`config.mk`:
```
export PLATFORM = sky130hd
export DESIGN_NAME = ivwd_timer
export DESIGN_NICKNAME = d
export VERILOG_FILES = /design/src/rtl/ivwd_pkg.sv /design/src/rtl/ivwd_prescaler.sv /design/src/rtl/ivwd_counter.sv /design/src/rtl/ivwd_ctrl_regs.sv /design/src/rtl/ivwd_timer.sv
export SDC_FILE = /design/constraint.sdc
export NUM_CORES = 1
export LEC_CHECK = 0
export ABC_AREA = 1
export BUFFER_PORTS_ARGS = -buffer_cell sky130_fd_sc_hd__buf_2
export CAP_MARGIN = 30
export CORE_UTILIZATION = 61
export CTS_BUF_LIST = sky130_fd_sc_hd__clkbuf_4 sky130_fd_sc_hd__clkbuf_8 sky130_fd_sc_hd__clkbuf_16
export CTS_CLUSTER_DIAMETER = 30
export DETAILED_ROUTE_END_ITERATION = 6
export PLACE_DENSITY = 0.85
export REMOVE_ABC_BUFFERS = 1
export SLEW_MARGIN = 20
export SYNTH_ARGS = -nofsm -noshare
export SYNTH_HDL_FRONTEND = slang
export SYNTH_HIERARCHICAL = 1
export SYNTH_SLANG_ARGS = --single-unit
```
`constraint.sdc`:
```
create_clock -name clk -period 6.7 [get_ports clk]
set_clock_uncertainty 0.15 [all_clocks]
set_input_delay 0.335 -clock clk [delete_from_list [all_inputs] [get_ports clk]]
set_output_delay 0.335 -clock clk [all_outputs]
set_load 0.1 [all_outputs]
```
`src/rtl/ivwd_pkg.sv`:
```
package ivwd_pkg;

   localparam int NUM_TAPS = 8;
   localparam int MAX_EXP  = 17;

   typedef struct packed {
      logic       wd_mode;
      logic       run;
      logic [2:0] clk_sel;
   } tmr_ctrl_t;

   // log2 of the prescale ratio for each clock-select code
   function automatic int tap_exponent(input int code);
      case (code)
         0:       return 1;
         1:       return 6;
         2:       return 7;
         3:       return 9;
         4:       return 11;
         5:       return 13;
         6:       return 15;
         default: return 17;
      endcase
   endfunction

endpackage

```
`src/rtl/ivwd_prescaler.sv`:
```
module ivwd_prescaler
   import ivwd_pkg::*;
#(
   parameter int PRE_W = 17
)(
   input  logic       clk,
   input  logic       rst_n,
   input  logic       run,
   input  logic [2:0] clk_sel,
   output logic       tick
);

   if (PRE_W < MAX_EXP) begin : g_width_check
      $error("ivwd_prescaler: PRE_W must cover the widest tap");
   end

   logic [PRE_W-1:0]    pre_q;
   logic [NUM_TAPS-1:0] tap_hit;

   always_ff @(posedge clk or negedge rst_n) begin
      if (!rst_n) begin
         pre_q <= '0;
      end else if (!run) begin
         pre_q <= '0;
      end else begin
         pre_q <= pre_q + 1'b1;
      end
   end

   // one terminal-count detector per tap; a tap fires when its low bits are all ones
   for (genvar t = 0; t < NUM_TAPS; t++) begin : g_tap
      localparam int EXP = tap_exponent(t);
      assign tap_hit[t] = &pre_q[EXP-1:0];
   end

   assign tick = run & tap_hit[clk_sel];

endmodule

```
`src/rtl/ivwd_counter.sv`:
```
module ivwd_counter #(
   parameter int CNT_W = 8
)(
   input  logic             clk,
   input  logic             rst_n,
   input  logic             run,
   input  logic             tick,
   input  logic             load,
   input  logic [CNT_W-1:0] load_val,
   output logic [CNT_W-1:0] cnt,
   output logic             wrap
);

   logic [CNT_W-1:0] cnt_q;

   always_ff @(posedge clk or negedge rst_n) begin
      if (!rst_n) begin
         cnt_q <= '0;
      end else if (!run) begin
         cnt_q <= '0;
      end else if (load) begin
         cnt_q <= load_val;
      end else if (tick) begin
         cnt_q <= cnt_q + 1'b1;
      end
   end

   assign cnt  = cnt_q;
   assign wrap = run & tick & ~load & (&cnt_q);

endmodule

```
`src/rtl/ivwd_ctrl_regs.sv`:
```
module ivwd_ctrl_regs
   import ivwd_pkg::*;
(
   input  logic      clk,
   input  logic      rst_n,
   input  logic      ctrl_wr,
   input  tmr_ctrl_t wr_fields,
   input  logic      wr_flag_bit,
   input  logic      rd_ctrl,
   input  logic      wrap,
   output tmr_ctrl_t ctrl,
   output logic      flag,
   output logic      armed
);

   tmr_ctrl_t ctrl_q;
   logic      flag_q;
   logic      armed_q;

   always_ff @(posedge clk or negedge rst_n) begin
      if (!rst_n) begin
         ctrl_q <= '{wd_mode: 1'b0, run: 1'b0, clk_sel: 3'd0};
      end else if (ctrl_wr) begin
         ctrl_q <= wr_fields;
      end
   end

   // a wrap in interval mode wins over a clear in the same cycle
   always_ff @(posedge clk or negedge rst_n) begin
      if (!rst_n) begin
         flag_q <= 1'b0;
      end else if (wrap && !ctrl_q.wd_mode) begin
         flag_q <= 1'b1;
      end else if (ctrl_wr && !wr_flag_bit && armed_q) begin
         flag_q <= 1'b0;
      end
   end

   always_ff @(posedge clk or negedge rst_n) begin
      if (!rst_n) begin
         armed_q <= 1'b0;
      end else if (ctrl_wr) begin
         armed_q <= 1'b0;
      end else if (rd_ctrl && flag_q) begin
         armed_q <= 1'b1;
      end
   end

   assign ctrl  = ctrl_q;
   assign flag  = flag_q;
   assign armed = armed_q;

endmodule

```
`src/rtl/ivwd_timer.sv`:
```
module ivwd_timer
   import ivwd_pkg::*;
#(
   parameter int         CNT_W    = 8,
   parameter int         PRE_W    = 17,
   parameter logic [7:0] CTRL_KEY = 8'hA5,
   parameter logic [7:0] CNT_KEY  = 8'h5A
)(
   input  logic        clk,
   input  logic        rst_n,
   input  logic        bus_sel,
   input  logic        bus_wr,
   input  logic        bus_addr,
   input  logic [15:0] bus_wdata,
   output logic [7:0]  bus_rdata,
   output logic        irq_interval,
   output logic        wdog_ovf
);

   if (CNT_W != 8) begin : g_cnt_check
      $error("ivwd_timer: counter must match the 8-bit register port");
   end
   if (CTRL_KEY == CNT_KEY) begin : g_key_check
      $error("ivwd_timer: the two write keys must differ");
   end

   logic [7:0]       wr_key;
   logic             ctrl_wr;
   logic             cnt_wr;
   logic             rd_ctrl;
   logic             tick;
   logic             wrap;
   logic [CNT_W-1:0] tmr_cnt;
   tmr_ctrl_t        ctrl_q;
   tmr_ctrl_t        wr_fields;
   logic             ovf_flag;
   logic             clr_armed;
   logic             wdog_q;

   assign wr_key  = bus_wdata[15:8];
   assign ctrl_wr = bus_sel & bus_wr & ~bus_addr & (wr_key == CTRL_KEY);
   assign cnt_wr  = bus_sel & bus_wr &  bus_addr & (wr_key == CNT_KEY);
   assign rd_ctrl = bus_sel & ~bus_wr & ~bus_addr;

   assign wr_fields = '{wd_mode: bus_wdata[6], run: bus_wdata[5], clk_sel: bus_wdata[2:0]};

   ivwd_ctrl_regs u_regs (
      .clk         (clk),
      .rst_n       (rst_n),
      .ctrl_wr     (ctrl_wr),
      .wr_fields   (wr_fields),
      .wr_flag_bit (bus_wdata[7]),
      .rd_ctrl     (rd_ctrl),
      .wrap        (wrap),
      .ctrl        (ctrl_q),
      .flag        (ovf_flag),
      .armed       (clr_armed)
   );

   ivwd_prescaler #(.PRE_W(PRE_W)) u_pre (
      .clk     (clk),
      .rst_n   (rst_n),
      .run     (ctrl_q.run),
      .clk_sel (ctrl_q.clk_sel),
      .tick    (tick)
   );

   ivwd_counter #(.CNT_W(CNT_W)) u_cnt (
      .clk      (clk),
      .rst_n    (rst_n),
      .run      (ctrl_q.run),
      .tick     (tick),
      .load     (cnt_wr),
      .load_val (bus_wdata[CNT_W-1:0]),
      .cnt      (tmr_cnt),
      .wrap     (wrap)
   );

   always_ff @(posedge clk or negedge rst_n) begin
      if (!rst_n) begin
         wdog_q <= 1'b0;
      end else begin
         wdog_q <= wrap & ctrl_q.wd_mode;
      end
   end

   assign wdog_ovf     = wdog_q;
   assign irq_interval = ovf_flag & ~ctrl_q.wd_mode;
   assign bus_rdata    = bus_addr ? tmr_cnt
                                  : {ovf_flag, ctrl_q.wd_mode, ctrl_q.run, 2'b11, ctrl_q.clk_sel};

endmodule


```
==> flow_summary.json, run 1 <==
{
  "crit_fanout": 7,
  "place_area_um2": 2230,
  "dr.first_iter.drc_count": 121,
  "via_count": 1854,
  "grt_pass1_vias": 1659,
  "p_int_mw": 0.3377,
  "start_util_pct": 66.28,
  "leakage_nw": 1.249,
  "cts_tree": "yes",
  "synth_top_family_by_area": "simple AND/OR/NAND/NOR gates",
  "core_um2": 3128,
  "routed_via_density": 5.107,
  "drc": 0,
  "ant_nets": 0,
  "critPathCaptureType": "flop",
  "r2r_slack_ns": 4.20,
  "overflow": 0,
  "switchingPower_mw": 0.2111,
  "firstDrtPassIters": 4,
  "n_fill_cell": 265,
  "yosys.area_share.adder_pct": 2.414,
  "place_hpwl_um": 3126,
  "vdd_ir_drop_max_uv": 159.0,
  "cpPeakStageDelay_ns": 0.40,
  "worst_pin_slew_ns": 0.7794,
  "synth_compound_area_share_pct": 10.62,
  "hold_path_end": "u_regs/ctrl[3]$_DFFE_PN0P_",
  "synth_area_um2": 2073,
  "max_freq_ghz": 0.4003,
  "wirelength_um": 4233,
  "nNetsFinal": 343,
  "cts.repair.resized": 0,
  "slew_viol_final": 0,
  "antenna_found_initial": 0,
  "cts_root_buf": "clkbuf_4",
  "clock-sinks": 33,
  "fin_crit_sh_pct": 37.29,
  "power_frac_comb_pct": 29.9,
  "grt_max_degree": 34,
  "syn_area_per_cell_um2": 7.275,
  "holdWs_ns": 0.09600,
  "die_w_um": 60.30,
  "syn_to_final_growth_pct": 10.92,
  "synth-xor-area-share_pct": 0.4225,
  "setup_tns_ns": 0,
  "cpMostUsedCell": "nand2_1",
  "crit_family": "simple AND/OR/NAND/NOR gates",
  "synth_warnings": 6,
  "crit_path_start_kind": "flop",
  "die_y_um": 60.30,
  "regArea_um2": 825.8,
  "cp.buffers_inverters": 2,
  "p_seq_share_pct": 49.3,
  "netlist-cell-type-count": 32,
  "muxShareOfSynthArea_pct": 0.4828,
  "hold_depth": 3,
  "r2r_end": "u_cnt/cnt[2]$_DFFE_PN0P_",
  "maxSlewHeadroom_pct": 48.04,
  "fp.dieArea_um2": 3636,
  "cts_buffers": 5,
  "synth_seq_area_share_pct": 39.83,
  "ff2ff_path_depth": 18,
  "critical_path_required_ns": 6.80,
  "drive_gt1_share_pct": 22.88,
  "pin_count": 31,
  "place_congestion": 0.8831,
  "worstReg2RegStart": "u_pre/pre_q[0]$_DFF_PN0_",
  "clk_latency_ns": 0.32,
  "globalRouteTotalUtil_pct": 25.89,
  "routedWlPerCell_um": 11.66,
  "yosys.area_share.simple_pct": 36.09,
  "worstHoldStart": "bus_wdata[5]",
  "fin_area_um2": 2300,
  "clk_path_buf_depth": 2,
  "final-hold-violation-count": 0,
  "swShare_pct": 38.47,
  "slowest_stage": "dfrtp_1",
  "grt_pass1_wl_um": 6906,
  "cellPowerDensity_nw_per_um2": 238.7,
  "grt_setup_unrepaired": "false",
  "cts.reportedPaths.clkPinSlew_ns": 0.10,
  "multiInputGateArea_um2": 1037,
  "diodes": 0,
  "dpl_worst_slack_ns": 4.208,
  "status": "finished, final reports clean",
  "min_path_type": "input port to flop",
  "maxCapViolations": 0,
  "setup_viol": 0,
  "crit_chain": "ha_1 > nand2_2 > nor2_4 > nand2_2 > nor2_4 > nand2_1 > nor2_1 > ha_1 > a21oi_1 > nand2_1 > nand2_1 > a21oi_2 > inv_1 > nand3_4 > nand2_4 > inv_1 > o21ai_2 > o21ai_2",
  "postLayoutSetupSlackWorst_ns": 4.202,
  "htreeDepth": 2,
  "core.rowCount": 20,
  "fin_crit_ns": 2.498,
  "port_buffers": 30,
  "ys_seq_elements": 33,
  "p_clk_share_pct": 20.9,
  "netlist_instances": 285,
  "critPathKind": "flop to flop",
  "crit_arrival_ns": 2.60
}
layout by cell type (no fill, tap or decap), types with 2 or more instances in the layout:
| cell type | count |
|---|---|
| buf_2 | 30 |
| nand3_1 | 14 |
| inv_1 | 35 |
| nor2_2 | 9 |
| nand2_2 | 8 |
| or2_1 | 2 |
| a31oi_1 | 2 |
| clkbuf_4 | 8 |
| inv_2 | 4 |
| o21ai_1 | 4 |
| dfrtp_1 | 33 |
| a21oi_1 | 13 |
| nand4_1 | 4 |
| ha_1 | 4 |
| o21ai_2 | 6 |
| nor2_1 | 32 |
| nor2_4 | 3 |
| o21ai_0 | 9 |
| nand2_1 | 83 |
| nor3_1 | 3 |
power groups by stage:
stage,clock network (mW),registers [mW],logic (mW)
floorplan,0,0.262,0.130
global placement,0,0.270,0.157
detailed placement,0,0.273,0.164
CTS,0.119,0.270,0.165
global route,0.127,0.276,0.183
finish,0.115,0.270,0.164
cells by family after synthesis:
| kind of cell | count (synthesis) |
|---|---|
| AOI/OAI and AO/OA | 37 |
| xor gates and xnor gates | 1 |
| and+or+nand+nor | 163 |
| adders and majority gates | 4 |
| buffers and inverters | 46 |
| DFF | 33 |
| muxes | 1 |
timing repair:
| action | CTS | global route |
|---|---|---|
| endpoints found under the hold margin | 33 | 0 |
| hold buffers | 1 | 0 |
| setup buffers | 0 | 0 |
| setup endpoints to repair | 0 | 0 |
metrics by stage:
stage          utilization [%]  instances  power [mW]
4_1_cts                  73.52        363      0.5535
3_3_place_gp             71.28        354      0.4272
3_5_place_dp             71.28        354      0.4373
2_1_floorplan                -        280      0.3919
5_1_grt                  73.52        363      0.5860
6_report                 73.52        363      0.5488
state kept, by name, indices dropped and copies added, names as in the netlist:
name          count
u_regs/ctrl       5
u_pre/pre_q      17
wdog_ovf          1
u_regs/flag       1
u_regs/armed      1
u_cnt/cnt         8
per-layer routing:
layer  GRT usage [%]  routed length (µm)
met5               0                   0
met4           11.30                  55
met3           4.545                 241
met2           40.66                1930
met1           35.14                2006
worst max-delay path by stage:
stage | startpoint | end | slack (ns) | cells after the start
floorplan | u_regs/flag$_DFFE_PN0P_ | bus_rdata[7] | 3.72 | 2
global placement | u_pre/pre_q[0]$_DFF_PN0_ | u_cnt/cnt[2]$_DFFE_PN0P_ | 4.33 | 18
detailed placement | u_pre/pre_q[0]$_DFF_PN0_ | u_cnt/cnt[2]$_DFFE_PN0P_ | 4.21 | 18
CTS | u_pre/pre_q[0]$_DFF_PN0_ | u_cnt/cnt[2]$_DFFE_PN0P_ | 4.19 | 18
global route | u_pre/pre_q[0]$_DFF_PN0_ | u_cnt/cnt[3]$_DFFE_PN0P_ | 3.99 | 18
finish | u_pre/pre_q[0]$_DFF_PN0_ | u_cnt/cnt[2]$_DFFE_PN0P_ | 4.20 | 18
cells in the mapped netlist, drive strengths merged:
cell type | instances | area, µm²
o21a | 1 | 7.510
xor2 | 1 | 8.760
nand3 | 15 | 87.59
a31oi | 2 | 12.51
nand4 | 4 | 25.02
nand3b | 1 | 7.510
or2 | 2 | 12.51
o2111ai | 1 | 8.760
ha | 4 | 50.05
clkbuf | 1 | 3.750
buf | 4 | 45.04
dfrtp | 33 | 825.8
mux2i | 1 | 10.01
a21oi | 14 | 73.82
inv | 40 | 157.6
nor3 | 4 | 25.02
o21ai | 19 | 117.6
nor2 | 44 | 210.2
clkinv | 1 | 3.750
nor3b | 1 | 7.510
nand2 | 92 | 372.9
worst register-to-register path, delay by kind of cell, from the launching register on:
family / cells / cell delay [ns]
simple gates: 10 / 0.99
flops: 1 / 0.40
compound gates: 4 / 0.36
fa+ha+maj: 2 / 0.34
buf+inv: 2 / 0.21
layout make-up:
type	instances	share of cell area, %
clock buffers	8	2.612
inverters	41	7.018
multi-input cells	206	45.10
flip-flops and latches	33	35.91
well taps	44	2.394
repair buffers	31	6.964
(Power assumes the default switching activity.)
==> inputs of run 2 (changes only) <==
Settings changed: CORE_UTILIZATION 61 to 51, PLACE_DENSITY 0.85 to 0.75.
Clock period 6.7 ns to 2.1 ns, I/O delays scaled along.
==> flow_summary.json, run 2 (synthesized netlist as in run 1, its figures left out) <==
{
  "crit_chain": "ha_2 > nand2_2 > nor2_4 > nand2_2 > nor2_4 > nand2_2 > nor2_2 > ha_2 > a21oi_2 > nand2_1 > nand2_1 > a21oi_2 > inv_2 > nand3_4 > nand2_4 > nor2_1 > nand2_1 > o21ai_0",
  "ant_nets": 0,
  "nNetsFinal": 367,
  "htreeDepth": 2,
  "r2r_slack_ns": -0.14,
  "clk_path_buf_depth": 2,
  "n_fill_cell": 325,
  "crit_family": "simple AND/OR/NAND/NOR gates",
  "fin_crit_sh_pct": 106.7,
  "setup_viol": 10,
  "multiInputGateArea_um2": 1059,
  "startpoint": "u_pre/pre_q[0]$_DFF_PN0_",
  "p_seq_share_pct": 44.1,
  "cts_root_buf": "clkbuf_8",
  "routed_via_density": 4.969,
  "postLayoutSetupSlackWorst_ns": -0.1409,
  "maxCapViolations": 0,
  "vdd_ir_drop_max_uv": 484.4,
  "fin_crit_ns": 2.241,
  "critPathCaptureType": "flop",
  "p_clk_share_pct": 22.3,
  "core_um2": 3771,
  "place_hpwl_um": 3238,
  "worstHoldStart": "bus_wr",
  "die_w_um": 65.76,
  "top_register": "u_pre/pre_q",
  "syn_to_final_growth_pct": 22.39,
  "ff2ff_path_depth": 18,
  "drive_gt1_share_pct": 29.03,
  "min_path_type": "input port to flop",
  "mostFrequentLayoutCells": "nand2_1, dfrtp_1, inv_1",
  "dpl_worst_slack_ns": -0.1706,
  "final_common_cell": "nand2_1",
  "start_util_pct": 54.98,
  "failed_checks": "negative setup slack",
  "grt_max_degree": 34,
  "final-hold-violation-count": 0,
  "cp.buffers_inverters": 1,
  "pin_count": 31,
  "antenna_found_initial": 0,
  "power_frac_comb_pct": 33.6,
  "cts.reportedPaths.clkPinSlew_ns": 0.07,
  "grt_pass1_vias": 1686,
  "critPathKind": "flop to flop",
  "core.rowCount": 22,
  "drc": 0,
  "grt_setup_unrepaired": "true",
  "hold_depth": 4,
  "worstReg2RegStart": "u_pre/pre_q[0]$_DFF_PN0_",
  "worst_pin_slew_ns": 0.7398,
  "routedWlPerCell_um": 11.40,
  "slowest_stage": "dfrtp_1",
  "via_count": 1933,
  "firstDrtPassIters": 4,
  "swShare_pct": 36.68,
  "overflow": 0,
  "critical_path_required_ns": 2.14,
  "fp.dieArea_um2": 4324,
  "globalRouteTotalUtil_pct": 22.86,
  "setup_tns_ns": -1.037,
  "clock-sinks": 33,
  "dr.first_iter.drc_count": 96,
  "maxSlewHeadroom_pct": 50.68,
  "p_int_mw": 1.210,
  "switchingPower_mw": 0.7009,
  "clk_latency_ns": 0.28,
  "crit_arrival_ns": 2.28,
  "cpPeakStageDelay_ns": 0.36,
  "leakage_nw": 1.365,
  "grt_pass1_wl_um": 7396,
  "max_freq_ghz": 0.4462,
  "cellPowerDensity_nw_per_um2": 753.0,
  "hold_path_end": "u_regs/armed$_DFFE_PN0P_",
  "slew_viol_final": 0,
  "cts_tree": "yes",
  "cts_buffers": 5,
  "die_y_um": 65.76,
  "regArea_um2": 825.8,
  "wirelength_um": 4434,
  "crit_path_start_kind": "flop",
  "port_buffers": 30,
  "crit_fanout": 6,
  "place_congestion": 0.8719,
  "largest_register_ffs": 17,
  "diodes": 0,
  "status": "finished, violations left",
  "r2r_end": "u_cnt/cnt[3]$_DFFE_PN0P_"
}
run 2: tightest hold or removal path, delay by kind of cell:
family | cells | cell delay, ns
AOI/OAI and AO/OA | 1 | 0.13
buffers and inverters | 1 | 0.09
and+or+nand+nor | 2 | 0.09
run 2: timing repair:
action,4_1_cts,5_1_grt
setup endpoints to repair,10,10
hold buffers,7,0
setup buffers,1,3
hold endpoints to repair,41,0
gates resized for setup,4,9
pin swaps,4,2
run 2: area by class of cell:
| type | instances | area share (%) |
|---|---|---|
| Clock inverter | 1 | 0.1972 |
| Multi-Input combinational cell | 206 | 41.72 |
| Inverter | 41 | 6.460 |
| Tap cell | 48 | 2.367 |
| Clock buffer | 5 | 2.712 |
| Timing Repair Buffer | 55 | 14.00 |
| Sequential cell | 33 | 32.54 |
run 2: how the worst max path moves through the flow:
stage                                to  cells past startpoint
6_report       u_cnt/cnt[3]$_DFFE_PN0P_                     18
3_5_place_dp   u_cnt/cnt[0]$_DFFE_PN0P_                     17
3_3_place_gp   u_cnt/cnt[0]$_DFFE_PN0P_                     17
4_1_cts        u_cnt/cnt[1]$_DFFE_PN0P_                     17
5_1_grt        u_cnt/cnt[0]$_DFFE_PN0P_                     17
2_1_floorplan              bus_rdata[7]                      2
run 2: metrics by stage:
step | hold slack, ns | cells | cell area [µm²] | power [mW] | util, %
2_1_floorplan | -0.3406 | 280 | 2024 | 1.250 | -
3_3_place_gp | 0.05560 | 372 | 2340 | 1.414 | 62.04
3_5_place_dp | 0.06402 | 372 | 2340 | 1.434 | 62.04
4_1_cts | 0.008803 | 386 | 2499 | 1.889 | 66.26
5_1_grt | 0.02976 | 389 | 2537 | 2.046 | 67.29
6_report | 0.02161 | 389 | 2537 | 1.911 | 67.29
run 2: power by group through the flow:
stage	Sequential, mW	Clock, mW	Combinational [mW]
finish	0.842	0.426	0.643
global route	0.853	0.474	0.719
CTS	0.838	0.443	0.608
detailed placement	0.848	0	0.586
global placement	0.845	0	0.569
floorplan	0.836	0	0.414
run 2: metal layers:
metal | GRT usage, % | wire [µm] | up-vias
li1 | - | - | 1007
met1 | 31.31 | 2180 | 887
met2 | 34.44 | 2039 | 37
met3 | 6.250 | 181 | 2
met4 | 7.880 | 33 | 0
met5 | 0 | 0 | -
==> inputs of run 3 (changes only) <==
Settings changed: CORE_MARGIN set to 10, REMOVE_ABC_BUFFERS 1 to not set.
==> flow_summary.json, run 3 (synthesized netlist as in run 1, its figures left out) <==
{
  "status": "finished, violations left",
  "failed_checks": "negative setup slack",
  "routedWlPerCell_um": 12.99,
  "grt_pass1_wl_um": 8907,
  "cts_tree": "yes",
  "grt_setup_unrepaired": "true",
  "setup_tns_ns": -1.698,
  "mostFrequentLayoutCells": "nand2_1, dfrtp_1, inv_1",
  "crit_arrival_ns": 2.39,
  "largest_register_ffs": 17,
  "syn_to_final_growth_pct": 25.59,
  "slew_viol_final": 0,
  "overflow": 0,
  "final_common_cell": "nand2_1",
  "holdWs_ns": 0.02333,
  "pin_count": 31,
  "dr.first_iter.drc_count": 166,
  "critPathKind": "flop to flop",
  "cellPowerDensity_nw_per_um2": 810.9,
  "critical_path_required_ns": 2.17,
  "antenna_found_initial": 0,
  "wirelength_um": 5107,
  "vdd_ir_drop_max_uv": 457.6,
  "core_um2": 3971,
  "die_y_um": 83.76,
  "critPathCaptureType": "flop",
  "clk_latency_ns": 0.29,
  "htreeDepth": 2,
  "min_path_type": "input port to flop",
  "ant_nets": 0,
  "fin_crit_sh_pct": 110.5,
  "drive_gt1_share_pct": 29.74,
  "firstDrtPassIters": 5,
  "port_buffers": 30,
  "grt_max_degree": 34,
  "power_mw": 2.111,
  "start_util_pct": 52.21,
  "cts_root_buf": "clkbuf_8",
  "final-hold-violation-count": 0,
  "clk_path_buf_depth": 2,
  "globalRouteTotalUtil_pct": 15.10,
  "via_count": 1980,
  "diodes": 0,
  "cts.reportedPaths.clkPinSlew_ns": 0.07,
  "die_w_um": 83.76,
  "fp.dieArea_um2": 7016,
  "postLayoutSetupSlackWorst_ns": -0.2214,
  "max_freq_ghz": 0.4308,
  "drc": 0,
  "crit_fanout": 6,
  "core.rowCount": 23,
  "crit_path_start_kind": "flop",
  "top_register": "u_pre/pre_q",
  "clock-sinks": 33,
  "leakage_nw": 1.384,
  "synth_nets": 310,
  "maxSlewHeadroom_pct": 51.09,
  "worst_pin_slew_ns": 0.7336,
  "fin_crit_ns": 2.321,
  "place_congestion": 0.8959,
  "place_hpwl_um": 3639,
  "setup_viol": 10,
  "nNetsFinal": 367,
  "cts_buffers": 5,
  "maxCapViolations": 0,
  "routed_via_density": 5.038,
  "grt_pass1_vias": 2009
}
## run 3: cell types whose count changed in the layout (fill, tap and decap cells not counted), moves of 2 or more
cell,change
nor2_1,-3
buf_4,-3
nor2_2,+3
dlygate4sd3_1,+2
## run 3: critical path, stage by stage, from the launching register on
cell and delay [ns]:
dfrtp_1 0.36, ha_2 0.19, nand2_2 0.07, nor2_4 0.09, nand2_2 0.09, nor2_4 0.11
nand2_2 0.08, nor2_2 0.09, ha_2 0.17, a21oi_2 0.04, nand2_1 0.06, nand2_1 0.06
a21oi_2 0.15, inv_2 0.06, nand3_4 0.11, nand2_4 0.09, inv_2 0.08, o21ai_2 0.05
o21ai_2 0.11
## run 3: final timing paths
| kind | start | end | slack, ns | depth (start not counted) |
|---|---|---|---|---|
| max in group asynchronous | rst_n | u_regs/ctrl[4]$_DFFE_PN0P_ | 1.08 | 2 |
| setup / recovery | u_pre/pre_q[0]$_DFF_PN0_ | u_cnt/cnt[2]$_DFFE_PN0P_ | -0.22 | 18 |
| hold / removal | bus_wr | u_regs/armed$_DFFE_PN0P_ | 0.02 | 4 |
| hold reg to reg | u_regs/armed$_DFFE_PN0P_ | u_regs/armed$_DFFE_PN0P_ | 0.36 | 2 |
| setup reg to reg | u_pre/pre_q[0]$_DFF_PN0_ | u_cnt/cnt[2]$_DFFE_PN0P_ | -0.22 | 18 |
| min in group asynchronous | rst_n | u_cnt/cnt[5]$_DFFE_PN0P_ | 0.26 | 2 |
## run 3: timing repair
action,in CTS,in global routing
endpoints found under the hold margin,44,0
pin swaps,4,4
buffers inserted,3,1
endpoints found under the setup margin,10,10
resized for setup,0,12
hold buffers,9,0
## run 3: power breakdown
group | switching [mW] | total (mW) | internal [mW]
sequential | 0.0985 | 0.837 | 0.738
combinational | 0.399 | 0.632 | 0.233
clock | 0.243 | 0.643 | 0.400
## run 3: through the flow
stage	util [%]	area (µm²)	instances	setup slack [ns]
floorplan	-	2081	285	-0.09508
global placement	58.79	2335	372	-0.05136
detailed placement	58.79	2335	372	-0.1291
CTS	64.65	2567	392	-0.1605
global route	65.56	2604	393	-0.4166
finish	65.56	2604	393	-0.2214
## run 3: layout make-up
type	count	area, µm²
flip-flops and latches	33	825.8
inverters	41	161.4
repair buffers	55	364.1
well taps	50	62.56
clock inverters	1	30.03
clock buffers	7	90.09
multi-input cells	206	1070
fillers	344	1368
## run 3: per-layer routing
layer	up-vias	wire length, µm	GRT usage (%)
met4	0	124	6.849
met3	12	180	4.004
met1	921	2164	16.55
met5	-	0	0
li1	1002	-	-
met2	45	2637	26.41
